[src/rtl/flag_alu_pkg.sv]
package flag_alu_pkg;

  typedef enum logic [2:0] {
    ALU_ADD     = 3'd0,
    ALU_ADC     = 3'd1,
    ALU_AND     = 3'd2,
    ALU_ASR_IMM = 3'd3,
    ALU_ASR_REG = 3'd4,
    ALU_ADD_NF  = 3'd5,
    ALU_RSV6    = 3'd6,
    ALU_RSV7    = 3'd7
  } alu_op_e;

  typedef struct packed {
    logic n;
    logic z;
    logic c;
    logic v;
  } alu_flags_t;

  typedef struct packed {
    logic nz;
    logic c;
    logic v;
  } flag_upd_t;

  localparam int unsigned FLAG_W = 4;

endpackage

[src/rtl/fa_adder.sv]
module fa_adder #(
  parameter int unsigned WIDTH = 32
) (
  input  logic [WIDTH-1:0] a_i,
  input  logic [WIDTH-1:0] b_i,
  input  logic             cin_i,
  output logic [WIDTH-1:0] sum_o,
  output logic             cout_o,
  output logic             ovf_o
);

  localparam int unsigned EXT_W = WIDTH + 1;

  logic [EXT_W-1:0] wide_sum;

  always_comb begin
    wide_sum = {1'b0, a_i} + {1'b0, b_i} + {{WIDTH{1'b0}}, cin_i};
  end

  assign sum_o  = wide_sum[WIDTH-1:0];
  assign cout_o = wide_sum[EXT_W-1];
  // signed overflow: like-signed operands giving an opposite-signed sum
  assign ovf_o  = (a_i[WIDTH-1] == b_i[WIDTH-1]) &&
                  (wide_sum[WIDTH-1] != a_i[WIDTH-1]);

endmodule

[src/rtl/fa_asr.sv]
module fa_asr #(
  parameter int unsigned WIDTH     = 32,
  parameter int unsigned AMT_W     = $clog2(WIDTH),
  parameter int unsigned REG_AMT_W = 8
) (
  input  logic [WIDTH-1:0]     src_i,
  input  logic [AMT_W-1:0]     imm_amt_i,
  input  logic [REG_AMT_W-1:0] reg_amt_i,
  input  logic                 use_reg_i,
  output logic [WIDTH-1:0]     res_o,
  output logic                 c_o,
  output logic                 c_keep_o
);

  localparam logic [REG_AMT_W-1:0] SAT_AMT = REG_AMT_W'(WIDTH);

  logic             sign;
  logic             full;
  logic             hold;
  logic [AMT_W-1:0] amt;
  logic [AMT_W-1:0] amt_m1;
  logic             tap;
  logic [WIDTH-1:0] stage [AMT_W+1];

  assign sign = src_i[WIDTH-1];

  // amount decode: zero and saturating encodings
  always_comb begin
    hold = 1'b0;
    full = 1'b0;
    amt  = imm_amt_i;
    if (use_reg_i) begin
      amt = reg_amt_i[AMT_W-1:0];
      if (reg_amt_i == '0) begin
        hold = 1'b1;
      end else if (reg_amt_i >= SAT_AMT) begin
        full = 1'b1;
      end
    end else if (imm_amt_i == '0) begin
      full = 1'b1;
    end
  end

  // logarithmic shifter, one stage per amount bit
  assign stage[0] = src_i;

  for (genvar k = 0; k < AMT_W; k++) begin : g_stage
    localparam int unsigned SH = 1 << k;
    assign stage[k+1] = amt[k] ? {{SH{sign}}, stage[k][WIDTH-1:SH]} : stage[k];
  end

  // last bit shifted out
  assign amt_m1 = amt - AMT_W'(1);
  assign tap    = src_i[amt_m1];

  assign res_o    = full ? {WIDTH{sign}} : stage[AMT_W];
  assign c_o      = full ? sign : tap;
  assign c_keep_o = hold;

endmodule

[src/rtl/fa_flag_reg.sv]
module fa_flag_reg
  import flag_alu_pkg::*;
(
  input  logic       clk,
  input  logic       rst_n,
  input  logic       we_i,
  input  flag_upd_t  upd_i,
  input  alu_flags_t cand_i,
  output alu_flags_t q_o
);

  alu_flags_t q;
  alu_flags_t d;

  always_comb begin
    d = q;
    if (we_i) begin
      if (upd_i.nz) begin
        d.n = cand_i.n;
        d.z = cand_i.z;
      end
      if (upd_i.c) begin
        d.c = cand_i.c;
      end
      if (upd_i.v) begin
        d.v = cand_i.v;
      end
    end
  end

  always_ff @(posedge clk or negedge rst_n) begin
    if (!rst_n) begin
      q <= '0;
    end else begin
      q <= d;
    end
  end

  assign q_o = q;

endmodule

[src/rtl/flag_alu.sv]
module flag_alu
  import flag_alu_pkg::*;
#(
  parameter int unsigned WIDTH     = 32,
  parameter int unsigned REG_AMT_W = 8,
  parameter int unsigned AMT_W     = $clog2(WIDTH)
) (
  input  logic                 clk,
  input  logic                 rst_n,
  input  logic [2:0]           op_sel,
  input  logic [WIDTH-1:0]     opa,
  input  logic [WIDTH-1:0]     opb,
  input  logic [AMT_W-1:0]     shamt_imm,
  input  logic                 flag_we,
  output logic [WIDTH-1:0]     result,
  output logic [FLAG_W-1:0]    flags
);

  alu_op_e    op;
  alu_flags_t flags_q;
  alu_flags_t cand;
  flag_upd_t  upd;

  logic [WIDTH-1:0] sum;
  logic             add_cout;
  logic             add_ovf;
  logic             add_cin;
  logic [WIDTH-1:0] sh_res;
  logic             sh_c;
  logic             sh_keep;
  logic             sh_reg;
  logic [WIDTH-1:0] res_mux;

  assign op      = alu_op_e'(op_sel);
  assign add_cin = (op == ALU_ADC) ? flags_q.c : 1'b0;
  assign sh_reg  = (op == ALU_ASR_REG);

  fa_adder #(
    .WIDTH (WIDTH)
  ) i_adder (
    .a_i    (opa),
    .b_i    (opb),
    .cin_i  (add_cin),
    .sum_o  (sum),
    .cout_o (add_cout),
    .ovf_o  (add_ovf)
  );

  fa_asr #(
    .WIDTH     (WIDTH),
    .AMT_W     (AMT_W),
    .REG_AMT_W (REG_AMT_W)
  ) i_asr (
    .src_i     (opa),
    .imm_amt_i (shamt_imm),
    .reg_amt_i (opb[REG_AMT_W-1:0]),
    .use_reg_i (sh_reg),
    .res_o     (sh_res),
    .c_o       (sh_c),
    .c_keep_o  (sh_keep)
  );

  // result select and per-operation flag update mask
  always_comb begin
    res_mux = '0;
    upd     = '0;
    cand.c  = add_cout;
    cand.v  = add_ovf;
    unique case (op)
      ALU_ADD, ALU_ADC: begin
        res_mux = sum;
        upd     = '{nz: 1'b1, c: 1'b1, v: 1'b1};
      end
      ALU_AND: begin
        res_mux = opa & opb;
        upd.nz  = 1'b1;
      end
      ALU_ASR_IMM, ALU_ASR_REG: begin
        res_mux = sh_res;
        cand.c  = sh_c;
        upd.nz  = 1'b1;
        upd.c   = !sh_keep;
      end
      ALU_ADD_NF: begin
        res_mux = sum;
      end
      default: begin
        res_mux = '0;
      end
    endcase
    cand.n = res_mux[WIDTH-1];
    cand.z = (res_mux == '0);
  end

  fa_flag_reg i_flag_reg (
    .clk    (clk),
    .rst_n  (rst_n),
    .we_i   (flag_we),
    .upd_i  (upd),
    .cand_i (cand),
    .q_o    (flags_q)
  );

  assign result = res_mux;
  assign flags  = flags_q;

endmodule

[config.mk]
export PLATFORM = sky130hd
export DESIGN_NAME = flag_alu
export DESIGN_NICKNAME = d
export VERILOG_FILES = /design/src/rtl/flag_alu_pkg.sv /design/src/rtl/fa_adder.sv /design/src/rtl/fa_asr.sv /design/src/rtl/fa_flag_reg.sv /design/src/rtl/flag_alu.sv
export SDC_FILE = /design/constraint.sdc
export NUM_CORES = 1
export LEC_CHECK = 0
export ABC_AREA = 1
export BUFFER_PORTS_ARGS = -buffer_cell sky130_fd_sc_hd__buf_4
export CORE_MARGIN = 5
export CORE_UTILIZATION = 30
export DETAILED_ROUTE_END_ITERATION = 10
export SETUP_SLACK_MARGIN = 0.05
export SLEW_MARGIN = 10
export SYNTH_ARGS = -nofsm -noshare
export SYNTH_HDL_FRONTEND = slang
export SYNTH_SLANG_ARGS = --single-unit
[constraint.sdc]
create_clock -name clk -period 2.75 [get_ports clk]
set_input_delay 0.275 -clock clk [delete_from_list [all_inputs] [get_ports clk]]
set_output_delay 0.275 -clock clk [all_outputs]
set_load 0.02 [all_outputs]
-- After elaboration in Yosys (flattened, before gate mapping)
Index checks and enable logic that the tools add are counted.
- register bits after elaboration: 4
- input port bits: 75
- bitwise operators: 1
- $add $sub $neg: 3
- reductions and logical operators: 13
- magnitude comparators: 2
- equality and inequality tests: 7
- muxes and demuxes: 22
- operators by type and width (cell ; number):
    $mux W31 ; 6
    $pmux W32 S3 ; 1
    $add A32 B32 Y33 ; 1
    $add A33 B1 Y33 ; 1
    $and A32 B32 Y32 ; 1
    $logic_not A32 Y1 ; 1
    $mux W1 ; 12
    $ge A8 B6 Y1 const B ; 1
    $logic_not A8 Y1 ; 1
    $eq A3 B2 Y1 const B ; 2
    $eq A3 B3 Y1 const B ; 2
    $lt A5 B6 Y1 const B ; 1
    $reduce_and A2 Y1 ; 3
    $bmux W1 S5 ; 1
    $logic_not A5 Y1 ; 1
    $mux W5 ; 1
    $reduce_or A5 Y1 ; 1
    $sub A5 B1 Y5 const B ; 1
    $reduce_or A2 Y1 ; 2
    $eq A3 B1 Y1 const B ; 1
    $logic_not A3 Y1 ; 1
    $reduce_or A3 Y1 ; 1
    $pmux W1 S2 ; 1
    $eq A1 B1 Y1 ; 1
    other kinds (3) ; 3

-- Logic depth before layout (Yosys ltp)
Gate-level depths: netlist (run 1).
- depth after elaboration: 10
- gate-level depth with buffers: 28
- mapped depth without buffers: 27

-- By module
A second synthesis (run 1) with hierarchy kept.
- cells, all modules: 1132
- area, all modules: 5591.6 µm²
- modules (own cells, without submodules) (module ; area an instance (µm²) ; cells each ; times used ; sequential area each (µm²)):
    fa_asr ; 2290.9 ; 487 ; 1 ; 0.0
    fa_adder ; 2192.1 ; 425 ; 1 ; 0.0
    flag_alu ; 944.7 ; 201 ; 1 ; 0.0
    fa_flag_reg ; 163.9 ; 19 ; 1 ; 100.1

-- Least setup slack after synthesis (run 1)
No wires, ideal clock.
- path type: input -> register
- start point: input op_sel[2]
- end point: register i_flag_reg.q, in the netlist i_flag_reg.q_o[2]
- slack: -251 ps
- path buffers: 1
- data arrival time: 2936 ps
- required time: 2685 ps
- stages on the path: 28
- cell sequence: buf_2 inv_1 nand2_1 nor3_1 fa_1 inv_1 fa_1 inv_1 nand3_1 nand2_1 nand2_1 nand2_1 nand3_1 nand2_1 nand3_1 nand2_1 nand2_1 nand3_1 nand2_1 inv_1 nand2_1 nor2_1 nand2_1 nor2_1 nand2_1 nor2_1 nand2_1 nand2_1
- word-level cells in the longest chain between the ends: 10
- elaborated cells between the ends (all ways): 23
- RTL lines (element ; line ; source):
    start, declared ; flag_alu.sv:10 ; input logic [2:0] op_sel,
    branches (longest 8 deep; another with $add A33 B1 Y33) ; - ;
    $pmux W32 S3 * ; flag_alu.sv:69 ; unique case (op)
    net result[22] ; flag_alu.sv:15 ; output logic [WIDTH-1:0] result,
    $logic_not A32 Y1 * ; flag_alu.sv:92 ; cand.z = (res_mux == '0);
    end signal, assigned ; fa_flag_reg.sv:33 ; q <= '0;
    end signal, assigned ; fa_flag_reg.sv:35 ; q <= d;
    end, declared ; fa_flag_reg.sv:12 ; alu_flags_t q;
Mark *: on every way through the listed nets, which the timed path passes.
A chain may end at the register's enable or synchronous reset.

-- Worst setup path in the final report (run 1)
- start point: register i_flag_reg.q, in the netlist i_flag_reg.q_o[1]
- end point: output result[19]
- word-level cells in the longest chain between the ends: 3
- RTL lines (element ; line ; source):
    $mux W1 ; flag_alu.sv:35 ; assign add_cin = (op == ALU_ADC) ? flags_q.c : 1'b0;
    $add A33 B1 Y33 ; fa_adder.sv:17 ; wide_sum = {1'b0, a_i} + {1'b0, b_i} + {{WIDTH{1'b0}}, cin_i};
    $pmux W32 S3 ; flag_alu.sv:69 ;
    end, declared ; flag_alu.sv:15 ;
Every way passes these cells.

==> qor_table.md, run 1 <==
| Stage | Quantity | Reported |
| --- | --- | --- |
| logic synthesis | Portion of the post-synthesis area used by sequential elements | 0.01804 |
| logic synthesis | Synth async-reset ratio | 1.000 |
| logic synthesis | Commonest register cell after synthesis | dfrtp_1 |
| timing | Slew HR | 0.6141 |
| critical path | R2r startpoint | i_flag_reg.q_o[1]$_DFFE_PN0P_ |
| finish | Post-layout net count | 1507 |
| timing | Min Tclk post-route | 3.055 ns |
| finish | Share of post-route cells with drive strength above 1 | 0.3653 |
| clock tree | Clock slew seen by the registers of the worst setup and hold paths | 0.03 ns |
| timing | Final worst-path setup slack | -0.3047 ns |
| critical path | Arrival time worst endpoint | 2.78 ns |
| power and ir drop | Leakage power total | 0.004793 µW |
| timing | Tcrit/Tclk final | 1.111 |
| logic synthesis | Library cells used by synthesis | 48 |
| place | Placed cell count | 1567 |
| finish | Leading cell type in the layout, fill and taps excluded | nand2_1 |
| logic synthesis | Synth Register Bits | 4 |
| job | Max-cap violations | 0 |
| critical path | End of the worst register-to-register path | i_flag_reg.q_o[2]$_DFFE_PN0P_ |
| die | Count of standard-cell rows | 49 |
| drt | Total DRC errors in the routed layout | 0 |
| critical path | R2r setup slk | -0.23 ns |
| clock tree | Root cell of the clock tree | clkbuf_16 |
| die | Standard cell core area | 18090 µm² |
| logic synthesis | Cell area after synthesis | 5549 µm² |
| finish | N_diodes | 0 |
| clock tree | CTS Sinks | 4 |
| critical path | Critical path startpoint category | flip-flop |
| clock tree | TritonCTS clock tree | yes |
| grt | Largest net degree at the start of global routing | 33 |
| timing | Final total negative setup slack | -4.852 ns |
| place | Buffers on Ports | 110 |
| finish | Utilization after layout | 0.5097 |
| critical path | Logic depth of the worst register-to-register path | 21 |
| finish | Final non-filler cell total | 1625 |
| drt | Routed vias/inst | 5.567 |
| logic synthesis | Post-Synthesis Mean Instance Area | 4.868 µm² |
| critical path | Worst-path maximum fanout | 4 |
| grt | Global-route usage over all layers | 0.2517 |
| drt | Wirelength per Cell | 18.39 µm |
| power and ir drop | Part of the total power dissipated in combinational logic | 0.891 |
| power and ir drop | Clock share of power | 0.083 |
| finish | Area growth, synth to finish | 66.13% |
| power and ir drop | Sw power | 1537 µW |
| grt | Sum of overflow across all layers after global routing | 0 |
| power and ir drop | Fraction of power spent switching nets | 0.5295 |
| die | Die boundary width | 146.0 µm |
| timing | Final Hold Viols | 0 |
| finish | Non-Filler Cell Area, Final | 9219 µm² |
| place | Placer's final routability congestion estimate | 1.066 |
| power and ir drop | P per Cell Area | 314.9 nW/µm² |
| timing | Total of endpoints with negative setup slack in the final report | 26 |
| clock tree | Clk_lat worst skew | 0.23 ns |
| finish | Filler Cells Inserted | 1819 |
| clock tree | H-tree level count | 1 |
| place | HPWL after DPL | 23.06 mm |
| power and ir drop | Portion of total power attributed to sequential cells | 0.026 |
| power and ir drop | IR Drop Worst-Case VDD | 248.5 µV |
| timing | Slew @ Worst Pin | 0.5735 ns |
| drt | Starting DRT DRC Count | 1111 |
| drt | 1st-pass router iterations | 5 |
| run status | Violated checks | negative setup slack |
| place | Standard cell area after detailed placement | 7517 µm² |
| grt | Via count of the first global-routing pass | 8404 |
| clock tree | Maximum count of clock buffers along a single path | 2 |
| timing | Maximum clock rate | 0.3274 GHz |
| grt | Number of antenna violations at the first check in global routing | 0 |
| critical path | CP endpoint kind | primary output |
| drt | Final Routed Wirelength | 29.88 mm |
| grt | First-pass GRT wire length | 43.63 mm |
| finish | Max reg flops | 4 |
| run status | Status | finished, violations left |
| drt | Number of vias after detailed routing | 9046 |
| logic synthesis | Synthesis Warnings | 0 |
| power and ir drop | Internal power | 1366 µW |
| drt | Antenna Nets Post-Route | 0 |
| clock tree | Number of buffers added by the clock tree synthesis step | 3 |
| critical path | Data required time of the worst path | 2.48 ns |
| die | Die Area | 21320 µm² |
| logic synthesis | Number of cells produced by synthesis | 1140 |
| logic synthesis | Synthesized netlist net count | 1250 |
| worst hold path | Class of the tightest hold or removal check | in -> async |
| critical path | Path type of the worst setup path | reg -> out |
| timing | Final count of pins violating max slew | 0 |
| timing | Worst Skew | 0.0005155 ns |
| finish | Commonest non-fill, non-tap cells in the layout | 333 x nand2_1, 220 x buf_4, 187 x nand3_1 |
| logic synthesis | EDFF count, synth | 0 |
| die | Num ports | 111 |
| timing | RSZ-0062 raised after global routing | true |
| die | Initial Util | 0.3068 |
| die | Y dimension of the die | 146.0 µm |
| place | Minimum setup slack after placement | -0.3422 ns |
worst max path at each step:
stage                                             start                            end  slack, ns
after global placement                        op_sel[1]                     result[26]      -0.32
after detailed placement                      op_sel[1]                     result[26]      -0.34
after CTS                 i_flag_reg.q_o[1]$_DFFE_PN0P_                     result[26]      -0.25
after floorplan                               op_sel[2]  i_flag_reg.q_o[2]$_DFFE_PN0P_     -0.008
final                     i_flag_reg.q_o[1]$_DFFE_PN0P_                     result[19]      -0.30
after global routing      i_flag_reg.q_o[1]$_DFFE_PN0P_                     result[26]      -0.40
power groups by stage:
| stage | Clock [µW] | Sequential [µW] | Combinational, µW |
|---|---|---|---|
| 3_5_place_dp | 0 | 73.2 | 2030 |
| 6_report | 240 | 74.9 | 2590 |
| 2_1_floorplan | 0 | 84.1 | 1160 |
| 5_1_grt | 246 | 76.0 | 2760 |
| 3_3_place_gp | 0 | 73.2 | 2020 |
| 4_1_cts | 238 | 74.7 | 2310 |
through the flow:
stage | power, µW | hold slack, ns
after floorplan | 1245 | -0.02059
after global placement | 2098 | 0.07309
after detailed placement | 2105 | 0.07321
after CTS | 2621 | 0.3930
after global routing | 3085 | 0.3903
final | 2903 | 0.3899
kinds of logic after synthesis:
kind of cell / after synthesis / synth area share
adders and majority gates: 35 / 0.08162
and+or+nand+nor: 769 / 0.5971
AOI/OAI and AO/OA: 159 / 0.1599
xor gates and xnor gates: 7 / 0.01240
buffers and inverters: 166 / 0.1310
DFF: 4 / 0.01804
timing repair:
item / CTS / global route
hold buffers: 1 / 0
pin swaps: 65 / 76
hold endpoints to repair: 4 / 0
resized for setup: 158 / 145
endpoints found under the setup margin: 35 / 35
buffers inserted: 28 / 25
gates cloned: 4 / 3
synth_stat cells, types with 2 or more instances:
cell | instances | area (µm²)
clkinv_1 | 3 | 11.26
buf_4 | 7 | 52.55
o21ai_2 | 3 | 26.28
clkbuf_1 | 12 | 45.04
a21oi_1 | 71 | 355.3
nor3_1 | 11 | 55.05
dfrtp_1 | 4 | 100.1
nand2_2 | 5 | 31.28
a21o_1 | 3 | 22.52
nand4_1 | 7 | 43.79
buf_6 | 7 | 78.83
nand3b_1 | 6 | 45.04
and2_1 | 2 | 12.51
nand3_2 | 3 | 30.03
o21ai_0 | 52 | 260.3
o21bai_1 | 2 | 15.01
xnor2_1 | 3 | 26.28
nor2_1 | 77 | 289.0
o211ai_1 | 7 | 52.55
inv_1 | 117 | 439.2
xor2_1 | 3 | 26.28
fa_1 | 2 | 40.04
buf_2 | 18 | 90.09
nand2_1 | 407 | 1528
or2_2 | 4 | 25.02
o21ai_1 | 7 | 35.03
ha_1 | 33 | 412.9
nor4_1 | 3 | 18.77
a21oi_2 | 2 | 17.52
nand3_1 | 241 | 1206
critical path: stages (launching register included):
cell and delay (ns):
dfrtp_2 0.41, inv_4 0.09, nor3_4 0.04, fa_2 0.34, buf_4 0.15, buf_6 0.11
nand3_4 0.07, nand3_4 0.09, buf_6 0.13, nand4_1 0.07, nand3b_1 0.17, or2_4 0.28
nand3_1 0.07, nand2_1 0.08, a21oi_2 0.14, buf_4 0.13, inv_1 0.04, buf_6 0.12
final cells by class:
cell class                      count  area, µm²  area share
Multi-Input combinational cell    970       5642      0.6120
Timing Repair Buffer              295       2625      0.2847
Inverter                          122      478.0     0.05185
Sequential cell                     4      101.3     0.01099
Clock buffer                        4      78.83    0.008550
Tap cell                          229      286.5     0.03108
Timing Repair inverter              1      7.507   0.0008143
layer usage:
layer  vias to the layer above  track usage  wire (µm)
li1                       4303            -          -
met1                      4133       0.3084      11600
met2                       489       0.4445      14220
met3                       121      0.02554       2276
met4                         0       0.1138       1785
met5                         -            0          0
(Power assumes the default switching activity.)
==> run 2: changes to the inputs <==
Settings changed: SYNTH_HIERARCHICAL from default to 1.
==> run 2 against run 1 <==
Against the previous run: the run still ends with negative setup slack left; sequential power fell by 1%; final cell count fell by 1.3%; area after synthesis grew 0.77%; global-route usage down 0.81 points; largest power group unchanged.
==> qor_table.md, run 2 <==
| Stage | Quantity | Reported |
| --- | --- | --- |
| run status | Status | finished, violations left |
| run status | Violated checks | negative setup slack |
| critical path | Arrival time worst endpoint | 3.23 ns |
| logic synthesis | Simple logic cell fraction of the synthesized area | 0.6621 |
| critical path | Worst path max stage delay | 0.39 ns |
| die | Die Area | 21470 µm² |
| logic synthesis | Leading cell type by number of instances after synthesis | nand2_1 |
| finish | Final non-filler cell total | 1604 |
| logic synthesis | Yosys top cell area share | 0.2703 |
| critical path | Series of cell instances along the critical path | and3_4 > fa_2 > fa_2 > nand3_2 > nand2_4 > nand2_4 > nand2_4 > nand2_2 > nand2_2 > nand2_2 > nand3b_1 > nand2_1 > nand2_2 > nand2_2 > nand3_4 > nor2_1 > nand2_1 > nor2_2 > nand2_1 > nor2_2 > nand3_1 > nand2_1 |
| logic synthesis | Library cells used by synthesis | 38 |
| critical path | Buffers and inverters on the worst path | 0 |
| timing | RSZ-0062 raised after global routing | true |
| die | Y dimension of the die | 146.5 µm |
| critical path | Data required time of the worst path | 2.91 ns |
| timing | Min Tclk post-route | 3.066 ns |
| logic synthesis | Proportion of synthesized area in mux cells | 0.002014 |
| power and ir drop | Leakage power total | 0.004860 µW |
| grt | Via count of the first global-routing pass | 8375 |
| drt | Number of vias after detailed routing | 8857 |
| power and ir drop | P per Cell Area | 310.9 nW/µm² |
| timing | Tcrit/Tclk final | 1.115 |
| logic synthesis | Synth Register Bits | 4 |
| drt | 1st-pass router iterations | 6 |
| finish | Utilization after layout | 0.4882 |
| worst hold path | Class of the tightest hold or removal check | in -> reg |
| power and ir drop | Part of the total power dissipated in combinational logic | 0.891 |
| logic synthesis | Top cells by area in the synthesized netlist | nand3_1 27%, nand2_1 25%, ha_1 7.2% |
| grt | First-pass GRT wire length | 43.05 mm |
| logic synthesis | Post-Synthesis Mean Instance Area | 4.940 µm² |
| grt | Met2 Track Usage GR | 0.4274 |
| logic synthesis | Top cells by instance count after synthesis | 378 x nand2_1, 302 x nand3_1, 103 x inv_1, 83 x nor2_1 |
| critical path | Critical path startpoint category | flip-flop |
| timing | Slew @ Worst Pin | 0.4667 ns |
| logic synthesis | Synthesis Warnings | 6 |
| place | HPWL after DPL | 22.96 mm |
| clock tree | Root cell of the clock tree | clkbuf_16 |
| logic synthesis | Commonest register cell after synthesis | dfrtp_1 |
| logic synthesis | Cell area after synthesis | 5592 µm² |
| clock tree | Clk_lat worst skew | 0.22 ns |
| grt | Global Route met3 Usage | 0.01024 |
| finish | Area growth, synth to finish | 61.67% |
| place | Buffers on Ports | 110 |
| die | Num ports | 111 |
| logic synthesis | Synthesized-area fraction occupied by adder cells | 0.07876 |
| die | Standard cell core area | 18520 µm² |
| logic synthesis | Number of cells produced by synthesis | 1132 |
| grt | Number of antenna violations at the first check in global routing | 0 |
| critical path | Cell type with the highest occurrence count on the critical path | nand2_2 |
| die | Initial Util | 0.3020 |
| timing | Final worst-path setup slack | -0.3163 ns |
| grt | Met1 usage | 0.3222 |
| job | Max-cap violations | 0 |
| timing | Worst Skew | 0.004244 ns |
| clock tree | CTS Sinks | 4 |
| grt | Largest net degree at the start of global routing | 37 |
| finish | Commonest non-fill, non-tap cells in the layout | 323 x nand2_1, 214 x buf_4, 213 x nand3_1 |
| die | Count of standard-cell rows | 50 |
| place | Placed cell count | 1579 |
| critical path | Crit path max-delay cell type | dfrtp_2 |
| power and ir drop | Fraction of power spent switching nets | 0.5207 |
| critical path | Kind of cell with the highest combined delay on the critical path | simple AND/OR/NAND/NOR gates |
| drt | Final Routed Wirelength | 28.49 mm |
| logic synthesis | Synth async-reset ratio | 1.000 |
| drt | Routed vias/inst | 5.522 |
| die | Die boundary width | 146.5 µm |
| grt | Sum of overflow across all layers after global routing | 0 |
| logic synthesis | Portion of the post-synthesis area used by sequential elements | 0.01790 |
| finish | N_diodes | 0 |
| clock tree | H-tree level count | 1 |
| power and ir drop | Clock share of power | 0.083 |
| finish | Non-Filler Cell Area, Final | 9040 µm² |
| power and ir drop | Internal power | 1347 µW |
| timing | Final Hold Viols | 0 |
| logic synthesis | EDFF count, synth | 0 |
| clock tree | Number of buffers added by the clock tree synthesis step | 3 |
| timing | Slew HR | 0.6860 |
| finish | Share of post-route cells with drive strength above 1 | 0.3526 |
| power and ir drop | Total power after layout | 2811 µW |
| timing | Final count of pins violating max slew | 0 |
| logic synthesis | XOR/XNOR share of the synthesized area | 0.03289 |
| grt | Global-route usage over all layers | 0.2436 |
| clock tree | TritonCTS clock tree | yes |
| place | Placer's final routability congestion estimate | 1.002 |
| finish | Max reg flops | 4 |
| timing | Total of endpoints with negative setup slack in the final report | 29 |
| finish | Leading cell type in the layout, fill and taps excluded | nand2_1 |
| grt | GRT busiest layer | met2 |
| power and ir drop | IR Drop Worst-Case VDD | 158.2 µV |
| place | Standard cell area after detailed placement | 7770 µm² |
| drt | Wirelength per Cell | 17.76 µm |
| critical path | Path type of the worst setup path | reg -> reg |
| finish | Post-layout net count | 1480 |
| logic synthesis | Fraction of the mapped netlist area in compound gates | 0.08749 |
| logic synthesis | Cell type contributing the most total cell area after synthesis | nand3_1 |
| power and ir drop | Portion of total power attributed to sequential cells | 0.026 |
| power and ir drop | Sw power | 1464 µW |
| clock tree | Clock slew seen by the registers of the worst setup and hold paths | 0.03 ns |
| critical path | Worst-path maximum fanout | 3 |
| logic synthesis | Synthesized netlist net count | 1241 |
| critical path | CP endpoint kind | flip-flop |
| drt | Total DRC errors in the routed layout | 0 |
| logic synthesis | Largest family of logic cells by synthesized area | simple AND/OR/NAND/NOR gates |
| clock tree | Maximum count of clock buffers along a single path | 2 |
| timing | Maximum clock rate | 0.3261 GHz |
| drt | Antenna Nets Post-Route | 0 |
| drt | Starting DRT DRC Count | 1049 |
==> run 2: changes by cell type in the layout (fill, tap and decap cells not counted), sizes merged, moves of 4 or more <==
cell / previous run / this run
buf: 293 / 278
o211ai: 7 / 15
nand3: 244 / 303
nand4: 7 / 32
a21oi: 73 / 33
nor2: 78 / 86
xor2: 4 / 21
nand2: 413 / 399
nor3: 11 / 7
o21ai: 63 / 23
inv: 120 / 106
==> run 2: layout make-up <==
class | instances | area, µm²
multi-input cells | 974 | 5657
well taps | 234 | 292.8
flip-flops and latches | 4 | 101.3
inverters | 106 | 407.9
repair buffers | 282 | 2502
clock buffers | 4 | 78.83
fillers | 1960 | 9478
==> run 2: worst paths after layout <==
path	from	endpoint	slack (ns)	depth (start not counted)
worst max-delay path	i_flag_reg/q_o[1]$_DFFE_PN0P_	i_flag_reg/q_o[2]$_DFFE_PN0P_	-0.32	22
worst min-delay path	flag_we	i_flag_reg/q_o[0]$_DFFE_PN0P_	0.35	3
worst max register to register	i_flag_reg/q_o[1]$_DFFE_PN0P_	i_flag_reg/q_o[2]$_DFFE_PN0P_	-0.32	22
worst min register to register	i_flag_reg/q_o[0]$_DFFE_PN0P_	i_flag_reg/q_o[0]$_DFFE_PN0P_	0.48	2
max in group asynchronous	rst_n	i_flag_reg/q_o[1]$_DFFE_PN0P_	2.25	2
min in group asynchronous	rst_n	i_flag_reg/q_o[1]$_DFFE_PN0P_	0.39	2
==> run 2: cell families (layout without fill, tap and decap cells) <==
group                      after synthesis  after routing
and+or+nand+nor                        836            836
adders and majority gates               34             34
xor gates and xnor gates                21             21
buffers and inverters                  155            392
muxes                                    1              1
AOI/OAI and AO/OA                       81             82
DFF                                      4              4
==> run 2: repair_timing <==
item                                    CTS  global route
endpoints found under the hold margin     4             0
pin swaps                                41            49
endpoints found under the setup margin   34            34
hold buffers                              1             0
gates resized for setup                 117           122
setup buffers                             8            11
gates cloned                              3             1
==> run 2: stage by stage <==
stage | hold WS (ns) | setup TNS, ns | setup WS, ns
after detailed placement | 0.07393 | -4.811 | -0.4388
after floorplan | -0.02059 | -0.03357 | -0.03357
final | 0.3466 | -5.012 | -0.3163
after CTS | 0.3507 | -2.590 | -0.2159
after global routing | 0.3822 | -7.023 | -0.4391
after global placement | 0.07453 | -4.521 | -0.4662
==> run 2: worst reg2reg max path: stages, from the launching register on <==
cell      delay (ns)
dfrtp_2         0.39
and3_4          0.19
fa_2            0.37
fa_2            0.37
nand3_2         0.10
nand2_4         0.08
nand2_4         0.10
nand2_4         0.06
nand2_2         0.06
nand2_2         0.07
nand2_2         0.07
nand3b_1        0.08
nand2_1         0.09
nand2_2         0.06
nand2_2         0.08
nand3_4         0.08
nor2_1          0.10
nand2_1         0.08
nor2_2          0.16
nand2_1         0.08
nor2_2          0.15
nand3_1         0.09
nand2_1         0.08
==> run 2: per-layer routing <==
| metal | routed length (µm) | vias to the layer above |
|---|---|---|
| li1 | - | 4269 |
| met1 | 11440 | 4085 |
| met2 | 13660 | 419 |
| met3 | 2088 | 84 |
| met4 | 1306 | 0 |
| met5 | 0 | - |
==> run 2: power groups by stage <==
stage	Clock, µW	Combinational [µW]	Sequential, µW
CTS	234	2290	74.1
global placement	0	2110	75.2
floorplan	0	1180	85.9
detailed placement	0	2110	74.7
finish	233	2500	74.1
global route	241	2690	75.8
